--- src/rtl/bseq_pkg.sv ---
package bseq_pkg;

  typedef enum logic [1:0] {
    OP_IDLE = 2'd0,
    OP_LOAD = 2'd1,
    OP_ADV  = 2'd2
  } bseq_op_e;

  typedef enum logic {
    ORD_WRAP = 1'b0,
    ORD_XOR  = 1'b1
  } bseq_order_e;

  function automatic bseq_op_e bseq_decode(input logic en, input logic vld, input logic adv);
    if (!(en && vld)) return OP_IDLE;
    return adv ? OP_ADV : OP_LOAD;
  endfunction

endpackage

--- src/rtl/bseq_base_reg.sv ---
module bseq_base_reg
  import bseq_pkg::*;
#(
  parameter int unsigned AW = 19,
  parameter int unsigned LB = 2
) (
  input  logic          clk,
  input  logic          rst,
  input  bseq_op_e      op,
  input  logic [AW-1:0] addr_in,
  output logic [AW-1:0] base_q,
  output logic [LB-1:0] beat_q,
  output logic [LB-1:0] beat_nx
);

  assign beat_nx = beat_q + 1'b1;

  always_ff @(posedge clk) begin
    if (rst) begin
      base_q <= '0;
      beat_q <= '0;
    end else begin
      case (op)
        OP_LOAD: begin
          base_q <= addr_in;
          beat_q <= '0;
        end
        OP_ADV:  beat_q <= beat_nx;
        default: ;
      endcase
    end
  end

endmodule

--- src/rtl/bseq_order_gen.sv ---
module bseq_order_gen
  import bseq_pkg::*;
#(
  parameter int unsigned LB = 2
) (
  input  logic [LB-1:0] start_lo,
  input  logic [LB-1:0] beat,
  input  bseq_order_e   order,
  output logic [LB-1:0] lo
);

  logic [LB-1:0] wrap_lo;
  logic [LB-1:0] xor_lo;

  assign wrap_lo = start_lo + beat;

  for (genvar b = 0; b < LB; b++) begin : g_xor_bit
    assign xor_lo[b] = start_lo[b] ^ beat[b];
  end

  assign lo = (order == ORD_XOR) ? xor_lo : wrap_lo;

endmodule

--- src/rtl/bseq_out_reg.sv ---
module bseq_out_reg
  import bseq_pkg::*;
#(
  parameter int unsigned AW = 19,
  parameter int unsigned LB = 2
) (
  input  logic          clk,
  input  logic          rst,
  input  bseq_op_e      op,
  input  logic [AW-1:0] addr_in,
  input  logic [AW-1:0] base_q,
  input  logic [LB-1:0] step_lo,
  output logic [AW-1:0] q
);

  always_ff @(posedge clk) begin
    if (rst) begin
      q <= '0;
    end else begin
      case (op)
        OP_LOAD: q <= addr_in;
        OP_ADV:  q <= {base_q[AW-1:LB], step_lo};
        default: ;
      endcase
    end
  end

endmodule

--- src/rtl/burst_addr_seq.sv ---
module burst_addr_seq
  import bseq_pkg::*;
#(
  parameter int unsigned AW          = 19,
  parameter int unsigned BURST_BEATS = 4
) (
  input  logic          clk,
  input  logic          rst,
  input  logic          clk_en,
  input  logic          start_vld,
  input  logic          adv_sel,
  input  logic          order_ilv,
  input  logic [AW-1:0] addr_in,
  output logic [AW-1:0] burst_addr
);

  localparam int unsigned LB = $clog2(BURST_BEATS);

  bseq_op_e      op;
  bseq_order_e   order;
  logic [AW-1:0] base_q;
  logic [LB-1:0] beat_q;
  logic [LB-1:0] beat_nx;
  logic [LB-1:0] step_lo;

  assign op    = bseq_decode(clk_en, start_vld, adv_sel);
  assign order = bseq_order_e'(order_ilv);

  bseq_base_reg #(.AW(AW), .LB(LB)) u_base (
    .clk     (clk),
    .rst     (rst),
    .op      (op),
    .addr_in (addr_in),
    .base_q  (base_q),
    .beat_q  (beat_q),
    .beat_nx (beat_nx)
  );

  bseq_order_gen #(.LB(LB)) u_order (
    .start_lo (base_q[LB-1:0]),
    .beat     (beat_nx),
    .order    (order),
    .lo       (step_lo)
  );

  bseq_out_reg #(.AW(AW), .LB(LB)) u_out (
    .clk     (clk),
    .rst     (rst),
    .op      (op),
    .addr_in (addr_in),
    .base_q  (base_q),
    .step_lo (step_lo),
    .q       (burst_addr)
  );

endmodule

--- config.mk ---
export PLATFORM = sky130hd
export DESIGN_NAME = burst_addr_seq
export DESIGN_NICKNAME = d
export VERILOG_FILES = /design/src/rtl/bseq_pkg.sv /design/src/rtl/bseq_base_reg.sv /design/src/rtl/bseq_order_gen.sv /design/src/rtl/bseq_out_reg.sv /design/src/rtl/burst_addr_seq.sv
export SDC_FILE = /design/constraint.sdc
export NUM_CORES = 1
export LEC_CHECK = 0
export BUFFER_PORTS_ARGS = -buffer_cell sky130_fd_sc_hd__buf_2
export CAP_MARGIN = 20
export CORE_AREA = 2 2 61 63
export CTS_CLUSTER_SIZE = 12
export DETAILED_ROUTE_END_ITERATION = 10
export DIE_AREA = 0 0 63 65
export PLACE_DENSITY = 0.76
export SYNTH_ARGS = -nofsm -noshare
export SYNTH_HDL_FRONTEND = slang
export SYNTH_SLANG_ARGS = --single-unit
--- constraint.sdc ---
create_clock -name clk -period 1.6 [get_ports clk]
set_clock_uncertainty 0.1 [all_clocks]
set_input_delay 0.16 -clock clk [delete_from_list [all_inputs] [get_ports clk]]
set_output_delay 0.16 -clock clk [all_outputs]
set_load 0.05 [all_outputs]
# Word-level counts from Yosys, hierarchy flattened
# Cells that the tools add are included.
# W data, S select, Z words.
[word_totals]
ff_bits = 40
input_bits = 25
output_inout_bits = 19
elab_cells = 16
[op_classes]
addsub = 2
n_eq_ne = 2
n_mux = 5
bitwise_logic = 2
reduce_logical = 2
[ops]
columns = ["cell", "count"]
rows = [
  ["$pmux W19 S2", 1],
  ["$mux W2", 3],
  ["$pmux W2 S2", 1],
  ["$add A2 B1 Y2 const B", 1],
  ["$add A2 B2 Y2", 1],
  ["$eq A2 B1 Y1 const B", 1],
  ["$eq A2 B2 Y1 const B", 1],
  ["$reduce_bool A2 Y1", 1],
  ["$xor A1 B1 Y1", 2],
  ["$logic_and A1 B1 Y1", 1],
]

# Depth between registers and ports, before layout
# Gate-level depths: netlist (run 1).
[logic_depth]
ltp_word = 4
ltp_mapped = 6
ltp_nobuf = 5

# Modules after synthesis
# From an unflattened synthesis (run 1), not the netlist that was laid out.
[hier_totals]
hier_cells = 168
hier_area_um2 = 1762.9
[modules_own_cells]
columns = ["module", "instances", "cells_each", "area_per_inst_um2", "seq_area_each_um2"]
rows = [
  ["bseq_out_reg", 1, 86, 905.9, 380.4],
  ["bseq_base_reg", 1, 76, 804.5, 420.4],
  ["bseq_order_gen", 1, 4, 36.3, 0.0],
  ["burst_addr_seq", 1, 2, 16.3, 0.0],
]

# Worst setup path after synthesis (run 1)
# No wires, ideal clock.
[synth_timing]
path_kind = "reg-to-reg"
from = "register u_base.beat_q[0]"
to = "register u_out.q[1]"
setup_time_ns = 0.082
arrival_time_ns = 1.167
required_ns = 1.418
slack_ns = 0.251
path_stages_with_launch = 6
n_path_buf = 0
synth_period_minus_slack_ns = 1.349
path_cell_list = "dfxtp_1 inv_1 ha_1 nor2b_1 xnor3_1 o221ai_1"
[synth_between]
elab_chain_len = 4
elab_cells_between_ends = 5
cone_classes = "add/sub: 2; mux: 2; bitwise: 1"
[synth_rtl]
columns = ["item", "line_no", "source"]
rows = [
  ["from (decl)", "bseq_base_reg.sv:12", "output logic [LB-1:0] beat_q,"],
  ["from (signal assigned)", "bseq_base_reg.sv:28", "OP_ADV: beat_q <= beat_nx;"],
  ["$add A2 B1 Y2 (*)", "bseq_base_reg.sv:16", "assign beat_nx = beat_q + 1'b1;"],
  ["$add A2 B2 Y2 / $xor A1 B1 Y1 (equally long branches)", "bseq_order_gen.sv:15, bseq_order_gen.sv:18", ""],
  ["$mux W2 (*)", "bseq_order_gen.sv:21", "assign lo = (order == ORD_XOR) ? xor_lo : wrap_lo;"],
  ["$pmux W19 S2 (*)", "bseq_out_reg.sv:20", "case (op)"],
  ["to (signal assigned)", "bseq_out_reg.sv:21", "OP_LOAD: q <= addr_in;"],
  ["to (signal assigned)", "bseq_out_reg.sv:22", "OP_ADV: q <= {base_q[AW-1:LB], step_lo};"],
  ["to (decl)", "bseq_out_reg.sv:13", "output logic [AW-1:0] q"],
]
# Every way passes the cells marked *; elsewhere a longest branch is shown, timed or not.
# A chain may end at the register's enable or synchronous reset.

# Worst setup path in the final report (run 1)
# Ends and elaborated chain as after synthesis.

==> results of run 1 <==
sequential cells by signal (all words and copies together) (netlist names):
signal         flops
u_base.base_q     19
u_out.q           19
u_base.beat_q      2
report_power, final:
part	switching [mW]	internal, mW
clock	0.304	0.217
sequential	0.0225	1.04
combinational	0.237	0.145
total	0.563	1.41
worst max-delay path: cells and delay by family (launching register included):
kind                     cells  cell delay, ns
buffers and inverters        1            0.08
AO/OA/AOI/OAI                1            0.16
XOR/XNOR                     1            0.32
adder cells (fa/ha/maj)      1            0.17
flip-flops                   1            0.40
AND/OR/NAND/NOR              1            0.14
cell usage after synthesis, types with 2 or more instances:
| master | instances |
|---|---|
| dfxtp_1 | 40 |
| nand2_1 | 40 |
| a211oi_1 | 18 |
| mux2i_1 | 18 |
| nor2_1 | 18 |
| a21oi_1 | 11 |
| a21oi_2 | 10 |
| clkbuf_1 | 5 |
| buf_2 | 4 |
| buf_6 | 4 |
| buf_4 | 2 |
| nand3b_1 | 2 |
| nor2b_1 | 2 |
stage by stage:
step                cells  cell area [µm²]
floorplan             185             1704
global placement      266             1943
detailed placement    266             1943
CTS                   292             2182
global route          292             2182
finish                292             2182
kinds of logic (layout without fill, tap and decap cells):
family / after synthesis / in the layout / share of synthesized area
and+or+nand+nor: 67 / 67 / 0.1674
AOI/OAI and AO/OA: 41 / 41 / 0.1711
DFF: 40 / 40 / 0.4699
muxes: 18 / 18 / 0.1057
buffers and inverters: 16 / 75 / 0.06020
xor gates and xnor gates: 2 / 2 / 0.01836
adders and majority gates: 1 / 1 / 0.007341
cell type report:
cell class | count | area, µm² | share of cell area
Clock buffer | 8 | 58.81 | 0.02695
Inverter | 1 | 3.754 | 0.001720
Multi-Input combinational cell | 129 | 800.8 | 0.3670
Sequential cell | 40 | 800.8 | 0.3670
Tap cell | 48 | 60.06 | 0.02752
Timing Repair Buffer | 66 | 457.9 | 0.2099
how the worst max path moves through the flow:
stage / cells past startpoint / slack (ns) / endpoint / start
2_1_floorplan: 5 / 0.25 / u_out.q[1] / u_base.beat_q[0]
3_3_place_gp: 5 / 0.22 / u_out.q[1] / u_base.beat_q[0]
3_5_place_dp: 5 / 0.19 / u_out.q[1] / u_base.beat_q[0]
4_1_cts: 5 / 0.16 / u_out.q[1] / u_base.beat_q[0]
5_1_grt: 5 / 0.08 / u_out.q[1] / u_base.beat_q[0]
6_report: 5 / 0.16 / u_out.q[1] / u_base.beat_q[0]
routing by layer:
layer | GRT usage | vias up
li1 | - | 750
met1 | 0.2119 | 665
met2 | 0.3298 | 36
met3 | 0.06076 | 4
met4 | 0.06667 | 0
met5 | 0 | -
what timing repair did:
action / CTS / global route
endpoints found under the hold margin: 18 / 0
endpoints found under the setup margin: 0 / 0
hold buffers: 18 / 0
==> out/metrics.csv, run 1 <==
stage,metric,value,unit
run_status,status,"complete, no violations",
detailed_routing,drtAntennaViolNets,0,
setup_path,slowest_stage,dfxtp_1,
final_layout,antenna_cells,0,
placed_design,gp_congestion,0.8187,
synthesis,ys_types,24,
clock_network,cts.sinks,40,
detailed_routing,drt-met1-wl,1.545,mm
detailed_routing,wl_met2,1.742,mm
setup_path,worstPathRequired,1.77,ns
synthesis,syn_area,1704,µm²
final_layout,final_nets,269,
floorplanning,design.die.area,4095,µm²
floorplanning,core,3496,µm²
grt,overflow,0,
final_layout,fillers,319,
detailed_routing,routed_via_density,4.983,
detailed_routing,drt_iter0_markers,77,
setup_path,cp.arrival,1.61,ns
floorplanning,die_h,65,µm
synthesis,avgSynthCellArea,9.212,µm²
power,p_per_area,902.1,nW/µm²
grt,grt_pass1_vias,1368,
detailed_routing,wl_met3,185,µm
placed_design,dp_hpwl,2.241,mm
synthesis,synth_area_leaders,"dfxtp_1 47%, mux2i_1 11%, nand2_1 8.8%",
clock_network,post_cts_buffers,0,
worst_hold_path,min_path_cells,3,
detailed_routing,highest_layer,met4,
timing,worst_slew_pin_slew,0.4220,ns
timing,setup-tns-final,0,ns
timing,fmax,693.7,MHz
synthesis,synthArstFlopShare,0,
worst_hold_path,hold_path_class,in2reg,
power,power,1.969,mW
setup_path,critPathMaxFanout,5,
timing,finalMaxSlewViolations,0,
grt,track_usage,0.1873,
placed_design,place_ws,0.1896,ns
setup_path,path_class,reg2reg,
setup_path,rr_worst_depth,5,
synthesis,synth_top_area_frac,0.4699,
worst_hold_path,holdPathEnd,u_base.base_q[1],
worst_hold_path,min_from,addr_in[1],
timing,min_period_over_period,0.9010,
timing,relSlewSlack,0.7172,
grt,grt_max_degree,28,
detailed_routing,drcViolationCount,0,
synthesis,synth_edf_count,0,
setup_path,rrSetupSlack,0.16,ns
final_layout,final_util,0.6242,
grt,grt_first_pass_wirelength,5.989,mm
timing,hold_viol,0,
power,p_leak,0.9162,nW
grt,antenna_found_initial,0,
setup_path,endpoint_kind,flip-flop,
setup_path,timing.rr.end,u_out.q[1],
clock_network,h-tree-depth,2,
setup_path,critPathLaunchType,flip-flop,
synthesis,synth-seq-cells,40,
timing,fin_crit,1.442,ns
clock_network,clockRootBuffer,clkbuf_4,
clock_network,cts_resized,0,
detailed_routing,routedWlPerCell,11.99,µm
clock_network,cts_buffers,5,
setup_path,critPathMaxStageDelay,0.40,ns
synthesis,synth_nets,211,
floorplanning,row_count,22,
clock_network,cts_tree,built,
synthesis,ys.flop_type,dfxtp_1,
placed_design,numPortBuffers,43,
synthesis,ys_warn_count,0,
timing,setup_ws,0.1585,ns
clock_network,ctsLongestPathBuffers,2,
timing,grt_setup_unrepaired,false,
clock_network,clkLatencyLatePin,0.34,ns
final_layout,layout-drive-gt1-share,0.2664,
final_layout,mostFrequentLayoutCells,"43 x buf_2, 40 x nand2_1, 40 x dfxtp_1",
detailed_routing,dr.pass1.iters,4,
final_layout,mostFrequentLayoutCell,buf_2,
synthesis,ys_seq_area_frac,0.4699,
detailed_routing,dr_total_vias,1455,
power,vdd_drop_max,506.9,µV
synthesis,syn-instance-count,185,
clock_network,clk_pin_slew,0.11,ns
floorplanning,io_pins,44,
setup_path,reg2reg_from,u_base.beat_q[0],
floorplanning,fp.dieW,63,µm
floorplanning,start_util,0.4875,
final_layout,area_growth_syn_to_layout,28.05,%
run,drv_cap,0,
timing,holdWs,0.01219,ns
setup_path,cp_cell_sequence,"inv_1, ha_1, nor2b_1, xnor3_1, o221ai_1",
synthesis,synth_top_cell_by_area,dfxtp_1,
detailed_routing,routed_wl,3.501,mm
timing,setup_violations,0,
Power figures use the tool's default switching activity.
==> run 2, diff against run 1 <==
MAX_ROUTING_LAYER = met4   (was not set)
==> run 2 against run 1 <==
  * Register-to-register slack is essentially flat
  * Fmax is essentially flat
  * Final area is the same
  * Worst setup slack lost 0.00062 ns
  * Sequential cell count is the same
  * Power is essentially flat
  * Clock power is essentially flat
  * Utilization is the same
  * Largest cell class unchanged
  * Critical path type unchanged
  * Global-route usage grew 0.52 points
==> out/metrics.csv, run 2 (synthesis results as in run 1) <==
stage,metric,value,unit
run_status,status,"complete, no violations",
clock_network,clk_pin_slew,0.11,ns
placed_design,numPortBuffers,43,
final_layout,fillers,319,
timing,setup_violations,0,
clock_network,cts_buffers,5,
setup_path,critPathLaunchType,flip-flop,
run,drv_cap,0,
grt,grt_pass1_vias,1366,
setup_path,worstPathRequired,1.77,ns
setup_path,cp_cell_sequence,"inv_1, ha_1, nor2b_1, xnor3_1, o221ai_1",
worst_hold_path,hold_path_class,in2reg,
setup_path,cp.arrival,1.61,ns
detailed_routing,routedWlPerCell,12.04,µm
grt,track_usage,0.1925,
grt,overflow,0,
power,p_leak,0.9162,nW
setup_path,endpoint_kind,flip-flop,
timing,grt_setup_unrepaired,false,
clock_network,cts_resized,0,
final_layout,final_nets,269,
timing,setup_ws,0.1578,ns
worst_hold_path,holdPathEnd,u_base.base_q[1],
floorplanning,core,3496,µm²
final_layout,layout-drive-gt1-share,0.2664,
power,p_per_area,902.4,nW/µm²
setup_path,reg2reg_from,u_base.beat_q[0],
final_layout,mostFrequentLayoutCell,buf_2,
floorplanning,io_pins,44,
timing,fmax,693.4,MHz
timing,setup-tns-final,0,ns
final_layout,mostFrequentLayoutCells,"43 x buf_2, 40 x nand2_1, 40 x dfxtp_1",
timing,relSlewSlack,0.7078,
clock_network,cts_tree,built,
setup_path,path_class,reg2reg,
grt,grt_first_pass_wirelength,5.996,mm
setup_path,critPathMaxStageDelay,0.41,ns
floorplanning,row_count,22,
detailed_routing,dr.pass1.iters,4,
detailed_routing,routed_via_density,4.952,
setup_path,rrSetupSlack,0.16,ns
placed_design,gp_congestion,0.8310,
floorplanning,fp.dieW,63,µm
setup_path,rr_worst_depth,5,
clock_network,post_cts_buffers,0,
final_layout,seq_area,800.8,µm²
final_layout,antenna_cells,0,
floorplanning,die_h,65,µm
detailed_routing,drcViolationCount,0,
grt,grt_max_degree,28,
timing,min_period_over_period,0.9013,
timing,hold_viol,0,
placed_design,place_ws,0.1896,ns
clock_network,clockRootBuffer,clkbuf_4,
setup_path,slowest_stage,dfxtp_1,
final_layout,area_growth_syn_to_layout,28.05,%
floorplanning,start_util,0.4875,
power,vdd_drop_max,508.1,µV
timing,worst_slew_pin_slew,0.4360,ns
clock_network,h-tree-depth,2,
detailed_routing,drt_iter0_markers,84,
setup_path,timing.rr.end,u_out.q[1],
clock_network,ctsLongestPathBuffers,2,
final_layout,reg_top3,"u_base.base_q: 19 flops, u_out.q: 19 flops, u_base.beat_q: 2 flops",
grt,antenna_found_initial,0,
floorplanning,design.die.area,4095,µm²
detailed_routing,routed_wl,3.517,mm
worst_hold_path,min_from,addr_in[1],
clock_network,cts.sinks,40,
setup_path,critPathMaxFanout,5,
worst_hold_path,min_path_cells,3,
clock_network,clkLatencyLatePin,0.34,ns
timing,fin_crit,1.442,ns
placed_design,dp_hpwl,2.241,mm
detailed_routing,dr_total_vias,1446,
final_layout,multi_input_area,800.8,µm²
timing,finalMaxSlewViolations,0,
detailed_routing,drtAntennaViolNets,0,
run 2: how the worst max path moves through the flow:
stage / start / endpoint / slack (ns) / cells after the start
after global placement: u_base.beat_q[0] / u_out.q[1] / 0.22 / 5
after floorplan: u_base.beat_q[0] / u_out.q[1] / 0.25 / 5
final: u_base.beat_q[0] / u_out.q[1] / 0.16 / 5
after CTS: u_base.beat_q[0] / u_out.q[1] / 0.16 / 5
after global routing: u_base.beat_q[0] / u_out.q[1] / 0.08 / 5
after detailed placement: u_base.beat_q[0] / u_out.q[1] / 0.19 / 5
run 2: repair_timing:
item	4_1_cts	5_1_grt
hold endpoints to repair	18	0
endpoints found under the setup margin	0	0
hold buffers	18	0
run 2: report_power, final:
group / leakage (nW) / total [mW] / switching, mW / internal (mW)
clock: 0.0326 / 0.521 / 0.304 / 0.217
combinational: 0.557 / 0.383 / 0.237 / 0.145
sequential: 0.327 / 1.07 / 0.0225 / 1.04
total: 0.916 / 1.97 / 0.564 / 1.41
run 2: layer usage:
| layer | GRT usage | share of wire | up-vias |
|---|---|---|---|
| met4 | 0.06667 | 0.013 | 0 |
| met3 | 0.05903 | 0.047 | 5 |
| li1 | - | - | 749 |
| met5 | - | 0 | - |
| met1 | 0.2130 | 0.45 | 657 |
| met2 | 0.3298 | 0.49 | 35 |
run 2: worst max-delay path: cells and delay by family, from the launching register on:
kind,cells,cell delay (ns)
xor gates and xnor gates,1,0.32
buffers and inverters,1,0.08
AOI/OAI and AO/OA,1,0.16
and+or+nand+nor,1,0.14
DFF,1,0.41
adders and majority gates,1,0.17
run 2: final cells by class:
cell class,count,share of cell area
sequential,40,0.3670
inverter,1,0.001720
multi-input combinational,129,0.3670
tap,48,0.02752
timing repair buffer,66,0.2099
clock buffer,8,0.02695
run 2: through the flow:
| stage | area [µm²] | power [mW] | hold WS [ns] | std cells | util |
|---|---|---|---|---|---|
| final | 2182 | 1.969 | 0.008936 | 292 | 0.6242 |
| after global routing | 2182 | 2.066 | 0.003251 | 292 | 0.6242 |
| after global placement | 1943 | 1.434 | 0.3158 | 266 | 0.5558 |
| after detailed placement | 1943 | 1.440 | 0.3201 | 266 | 0.5558 |
| after CTS | 2182 | 1.988 | 0.007258 | 292 | 0.6242 |
| after floorplan | 1704 | 1.347 | 0.1960 | 185 | - |
